==> src/rtl/rexp_pkg.sv <==
package rexp_pkg;
  localparam int DATA_W  = 64;
  localparam int NUM_FMT = 3;

  typedef enum logic [1:0] {
    FMT_HALF   = 2'd0,
    FMT_SINGLE = 2'd1,
    FMT_DOUBLE = 2'd2,
    FMT_WIDE   = 2'd3
  } fmt_e;

  localparam int EXP_W  [NUM_FMT] = '{5, 8, 11};
  localparam int FRAC_W [NUM_FMT] = '{10, 23, 52};

  function automatic logic [1:0] fmt_index(input logic [1:0] f);
    return (f == FMT_WIDE) ? 2'(FMT_DOUBLE) : f;
  endfunction
endpackage

==> src/rtl/rexp_lane.sv <==
module rexp_lane #(
  parameter int EW = 8,
  parameter int FW = 23,
  localparam int W = EW + FW + 1
) (
  input  logic [W-1:0] opnd,
  input  logic         dn_mode,
  input  logic         ftz_mode,
  output logic [W-1:0] res,
  output logic         inv,
  output logic         flushed
);
  logic          sgn;
  logic [EW-1:0] ex;
  logic [FW-1:0] fr;
  logic          ex_ones, ex_zero, fr_nz, is_nan, is_snan;

  assign sgn     = opnd[W-1];
  assign ex      = opnd[W-2:FW];
  assign fr      = opnd[FW-1:0];
  assign ex_ones = &ex;
  assign ex_zero = ~|ex;
  assign fr_nz   = |fr;
  assign is_nan  = ex_ones & fr_nz;
  assign is_snan = is_nan & ~fr[FW-1];

  always_comb begin
    inv     = is_snan;
    flushed = ftz_mode & ex_zero & fr_nz;
    if (is_nan) begin
      if (dn_mode) begin
        res = {1'b0, {EW{1'b1}}, 1'b1, {(FW-1){1'b0}}};
      end else begin
        res         = opnd;
        res[FW-1]   = 1'b1;
      end
    end else if (ex_zero) begin
      res = {sgn, {(EW-1){1'b1}}, 1'b0, {FW{1'b0}}};
    end else begin
      res = {sgn, ~ex, {FW{1'b0}}};
    end
  end
endmodule

==> src/rtl/rexp_pick.sv <==
module rexp_pick
  import rexp_pkg::*;
#(
  parameter int N = NUM_FMT,
  parameter int DW = DATA_W
) (
  input  logic [1:0]         fmt,
  input  logic [N-1:0][DW-1:0] cand,
  input  logic [N-1:0]       inv_c,
  input  logic [N-1:0]       flush_c,
  output logic [DW-1:0]      res,
  output logic               inv,
  output logic               flushed
);
  logic [1:0] idx;
  assign idx = fmt_index(fmt);

  always_comb begin
    res     = '0;
    inv     = 1'b0;
    flushed = 1'b0;
    for (int k = 0; k < N; k++) begin
      if (idx == 2'(k)) begin
        res     = cand[k];
        inv     = inv_c[k];
        flushed = flush_c[k];
      end
    end
  end
endmodule

==> src/rtl/recip_exp_unit.sv <==
module recip_exp_unit
  import rexp_pkg::*;
(
  input  logic              clk,
  input  logic              rst_n,
  input  logic              in_vld,
  input  logic [1:0]        fmt,
  input  logic [DATA_W-1:0] opnd,
  input  logic              dn_mode,
  input  logic              ftz_mode,
  output logic              out_vld,
  output logic [DATA_W-1:0] result,
  output logic              invalid,
  output logic              dnorm_flag
);
  logic [NUM_FMT-1:0][DATA_W-1:0] cand;
  logic [NUM_FMT-1:0]             inv_c, flush_c;

  for (genvar g = 0; g < NUM_FMT; g++) begin : g_lane
    localparam int LW = EXP_W[g] + FRAC_W[g] + 1;
    logic [LW-1:0] lane_res;

    rexp_lane #(.EW(EXP_W[g]), .FW(FRAC_W[g])) u_lane (
      .opnd     (opnd[LW-1:0]),
      .dn_mode  (dn_mode),
      .ftz_mode (ftz_mode),
      .res      (lane_res),
      .inv      (inv_c[g]),
      .flushed  (flush_c[g])
    );

    always_comb begin
      cand[g]         = '0;
      cand[g][LW-1:0] = lane_res;
    end
  end

  logic [DATA_W-1:0] sel_res;
  logic              sel_inv, sel_flush;

  rexp_pick u_pick (
    .fmt     (fmt),
    .cand    (cand),
    .inv_c   (inv_c),
    .flush_c (flush_c),
    .res     (sel_res),
    .inv     (sel_inv),
    .flushed (sel_flush)
  );

  logic              vld_d;
  logic [DATA_W-1:0] res_d;
  logic              inv_d, flush_d;

  always_comb begin
    vld_d   = in_vld;
    res_d   = result;
    inv_d   = invalid;
    flush_d = dnorm_flag;
    if (in_vld) begin
      res_d   = sel_res;
      inv_d   = sel_inv;
      flush_d = sel_flush;
    end
  end

  always_ff @(posedge clk or negedge rst_n) begin
    if (!rst_n) begin
      out_vld    <= 1'b0;
      result     <= '0;
      invalid    <= 1'b0;
      dnorm_flag <= 1'b0;
    end else begin
      out_vld    <= vld_d;
      result     <= res_d;
      invalid    <= inv_d;
      dnorm_flag <= flush_d;
    end
  end
endmodule

==> config.mk <==
export PLATFORM = sky130hd
export DESIGN_NAME = recip_exp_unit
export DESIGN_NICKNAME = d
export VERILOG_FILES = /design/src/rtl/rexp_pkg.sv /design/src/rtl/rexp_lane.sv /design/src/rtl/rexp_pick.sv /design/src/rtl/recip_exp_unit.sv
export SDC_FILE = /design/constraint.sdc
export NUM_CORES = 1
export LEC_CHECK = 0
export ABC_AREA = 1
export ABC_CLOCK_PERIOD_IN_PS = 800
export CORE_MARGIN = 4
export CORE_UTILIZATION = 45
export DETAILED_ROUTE_END_ITERATION = 8
export DONT_BUFFER_PORTS = 1
export GPL_TIMING_DRIVEN = 0
export HOLD_SLACK_MARGIN = 0.1
export SYNTH_ARGS = -nofsm -noshare
export SYNTH_HDL_FRONTEND = slang
export SYNTH_SLANG_ARGS = --single-unit
==> constraint.sdc <==
create_clock -name clk -period 0.8 [get_ports clk]
set_input_delay 0.12 -clock clk [delete_from_list [all_inputs] [get_ports clk]]
set_output_delay 0.12 -clock clk [all_outputs]
set_load 0.05 [all_outputs]
* Yosys cells after proc, flatten, opt, wreduce, memory -nomap -nowiden
Cells that the tools add are included.
Word-level totals: register bits 67, bits of input ports 71, output and inout bits 67, logic and storage cells 57
Cells by class: eq/ne operators 3, multiplexer cells 19, bitwise gates (word level) 18, reductions and logical operators 13
Operators with widths (number):
- $mux W64 | 3
- $mux W32 | 3
- $mux W63 | 1
- $reduce_or A52 Y1 | 1
- $mux W16 | 3
- $mux W31 | 1
- $reduce_or A23 Y1 | 1
- $mux W15 | 1
- $and A1 B1 Y1 | 12
- $not A11 Y11 | 1
- $reduce_and A11 Y1 | 1
- $reduce_or A11 Y1 | 1
- $reduce_or A10 Y1 | 1
- $not A8 Y8 | 1
- $reduce_and A8 Y1 | 1
- $reduce_or A8 Y1 | 1
- $mux W1 | 6
- $not A5 Y5 | 1
- $reduce_and A5 Y1 | 1
- $reduce_or A5 Y1 | 1
- $eq A2 B2 Y1 const B | 2
- $logic_not A1 Y1 | 3
- $not A1 Y1 | 3
- $eq A2 B1 Y1 const B | 1
- 2 further kinds | 2

* Depth between registers and ports, before layout
depth after elaboration 7, gate-level depth with buffers 12, gate-level depth less buffers 12

* Modules after synthesis
A second synthesis with hierarchy kept.
Second synthesis, totals: cells, all modules 935, area, all modules 5515.3 um2
By module, submodules not included:
- recip_exp_unit | instances 1, cells each 281, area an instance 2509.9 um2, sequential area each 1676.6 um2
- rexp_pick | instances 1, cells each 294, area an instance 1333.8 um2, sequential area each 0.0 um2
- rexp_lane at g_lane[2].u_lane | instances 1, cells each 203, area an instance 924.6 um2, sequential area each 0.0 um2
- rexp_lane at g_lane[1].u_lane | instances 1, cells each 101, area an instance 451.7 um2, sequential area each 0.0 um2
- rexp_lane at g_lane[0].u_lane | instances 1, cells each 56, area an instance 295.3 um2, sequential area each 0.0 um2

* Worst setup path after synthesis
Ideal clock, no wire load.
path type input -> register, from input opnd[5], to register result[9], setup time 130 ps, data arrival time 1046 ps, required time 670 ps, setup slack -376 ps, stages 11, buffers on the path 1, cells stage by stage nor2_1 -> nand2_1 -> nor2_1 -> nand2_1 -> nor2_4 -> nand2_4 -> buf_6 -> nand2_8 -> nor2_4 -> nand2_2 -> nand3_1
Between the ends: cells in the longest elaborated chain, start to end 6, elaborated cells between the ends (all ways) 12, classes of those cells mux: 6; bitwise: 3; reduce/logical: 3
Ends and longest elaborated chain:
- from (decl) | line recip_exp_unit.sv:8 | input logic [DATA_W-1:0] opnd,
- $reduce_or A10 Y1 | line rexp_lane.sv:23 | assign fr_nz = |fr;
- $and A1 B1 Y1 | line rexp_lane.sv:24 | assign is_nan = ex_ones & fr_nz;
- $mux W16 | line rexp_lane.sv:30 | if (is_nan) begin
- $mux W16 | line rexp_pick.sv:23 | if (idx == 2'(k)) begin
- $mux W32 | line rexp_pick.sv:23
- $mux W64 (*) | line rexp_pick.sv:23
- to (signal assigned) | line recip_exp_unit.sv:75 | result <= res_d;
- to (decl) | line recip_exp_unit.sv:12 | output logic [DATA_W-1:0] result,
Every way passes the cells marked *; elsewhere a longest branch is shown, timed or not. A chain may end at the register's enable or synchronous reset.

* Worst setup path after layout
from register result[25], to output result[25]
No word-level cell between the ends.

==> run metrics <==
DP Worst Slack -0.677 ns; synthesized instance count 534; H-tree Lvls 3; Worst Slack Setup Final -0.213 ns; Max Clk Rate 987 MHz; EDFF count, synth 0; RSZ-0062 raised after global routing true; crit path DAT 0.89 ns; Rel. slew slack 0.598; initial antenna violation count 0; Layout area overhead 43.7%; CTS Buf Count 9; Antenna Violating Nets Remaining 0; Final Hold Viols 67; Setup crit end kind output port; placed instance area 4000 um2; LEAKAGE 0.00247 uW; main flop type after synthesis dfrtp_1; Finished Cell Area 5420 um2; vias after detailed routing roughly 4000; Clk Latency, worst-skew pair 0.34 ns; die area 9920 um2; PwrDens 1470 nW/um2; Syn Area/Cell 7.07 um2; CTS Hold Bufs 60; register area share after synthesis 0.444; row count 33; final core utilization 0.663; most common cell after layout, fill and taps aside nand2_1; Worst-path clk slew 0.08 ns; Wirelength per Cell 17.0 um; crit path max fanout 2; worst slew pin tran around 0.60 ns; initial core utilization 0.462; root buf cell clkbuf_8; status finished with violations; most frequent cells in the layout nand2_1, dfrtp_2, nor2_1; final wirelength about 12000 um; routability congestion estimate 0.866; Final Skew 0 ns; Min-Delay Path Class input port to asynchronous set/reset pin; failing checks negative hold slack, negative setup slack; Ys Warns 0; CTS max path bufs 2; vias in the first global route 3937; ys async rst share 1.00; Hold WS -0.540 ns; Setup crit start kind register; CP Data Required Time 0.68 ns; Tcrit/Tclk final 1.27; Synth area leader dfrtp_1; Die Ht 99.6 um; largest net degree at the start of global routing 68; Seq cells post-synth 67; # IOs ~140; Design Power 8000 uW; DRT iter0 DRCs 148; Remaining DRCs 0; worst setup path category register to output port; max cap viols 0; Max Slew Vio Count 0; CTS tree built; post-DP HPWL 7830 um; min cycle time layout 1.01 ns; layout cells sized above 1 0.362; filler instances 691; Antenna Cells 0; Synth top area share 0.444; final global-route overflow total 0; vias per inst 5.32; Register Area 1760 um2; area of the multi-input gates 2200 um2; Unique masters post-synth 32; Mapped Area 3770 um2; First-pass DRT Iterations 5; final setup fails 133; Nets 693; first-pass GRT wire length 19900 um; Synth area leaders dfrtp_1, nand2_1, nor2_1; I/O Buffers 0; Die Span X between 90 and 100 um; synthesized net count just over 600; CTS Sinks 67; Peak VDD IR just under 0.001 V; Core ar. 8180 um2; Tot GR Track Use 0.251
-- what timing repair did --
item                                    in CTS  in global routing
endpoints found under the setup margin     133                133
gates cloned                                 5                  0
pin swaps                                   23                 31
endpoints found under the hold margin      131                 69
resized for setup                          138                 56
setup buffers                                4                  8
-- metal layers --
| layer | up-vias | track usage | routed length (um) |
|---|---|---|---|
| li1 | 1863 | - | - |
| met1 | 1867 | 0.321 | 5090 |
| met2 | 145 | 0.420 | 6180 |
| met3 | 16 | 0.0568 | 957 |
| met4 | 0 | 0.0851 | 187 |
| met5 | - | 0 | 0 |
-- path summary, 6_finish.rpt --
| path | startpoint | end | slack, ns | depth (start not counted) |
|---|---|---|---|---|
| setup / recovery | result[25] | result[25] | -0.21 | 0 |
| hold / removal | rst_n | result[47] | -0.54 | 0 |
| setup reg to reg | result[22] | result[22] | -0.09 | 2 |
| hold reg to reg | result[13] | result[13] | 0.70 | 2 |
| max in group asynchronous | rst_n | result[39] | 1.21 | 0 |
| min in group clk | opnd[9] | result[9] | 0.05 | 4 |
-- metrics by stage --
step | TNS (ns) | cells
after floorplan | -21.04 | 534
after global placement | -36.49 | 639
after detailed placement | -37.29 | 639
after CTS | -22.68 | 724
after global routing | -27.83 | 732
final | -21.61 | 732
-- cell type report --
cell class / instances / share of cell area
inverters: 48 / 0.0344
clock inverters: 5 / 0.0113
clock buffers: 11 / 0.0279
plain buffers: 23 / 0.0291
flip-flops and latches: 67 / 0.325
well taps: 105 / 0.0242
repair buffers: 75 / 0.142
multi-input cells: 398 / 0.407
-- synth_stat cells (4+ instances only) --
| cell | instances |
|---|---|
| a21oi_1 | 14 |
| buf_2 | 5 |
| clkbuf_1 | 11 |
| dfrtp_1 | 67 |
| inv_1 | 47 |
| nand2_1 | 190 |
| nand2_2 | 4 |
| nand3_1 | 15 |
| nand4_1 | 24 |
| nor2_1 | 86 |
| nor2_2 | 7 |
| nor2_4 | 5 |
| o21ai_0 | 27 |
| o21ai_1 | 6 |
-- state kept, by name, indices dropped and copies added (netlist names) --
register and flops:
dnorm_flag 1, out_vld 1, result 64, invalid 1
-- worst register-to-register path: stages (launching register included) --
cell	delay, ns
dfrtp_2	0.53
o21ai_1	0.19
nand2_2	0.06
-- power breakdown --
part | total, uW | leakage, uW | internal, uW | switching, uW
Combinational | 959 | 0.00158 | 437 | 522
Clock | 3020 | 0.0000978 | 1610 | 1400
Sequential | 4020 | 0.000800 | 3520 | 506
-- cells by family (layout without fill, tap and decap cells) --
family,count (synthesis),count (layout),synth area share
buffers and inverters,71,162,0.0796
AO/OA/AOI/OAI,50,50,0.0683
flip-flops,67,67,0.444
AND/OR/NAND/NOR,346,348,0.408
No activity file was read; power rests on OpenSTA's default activity.
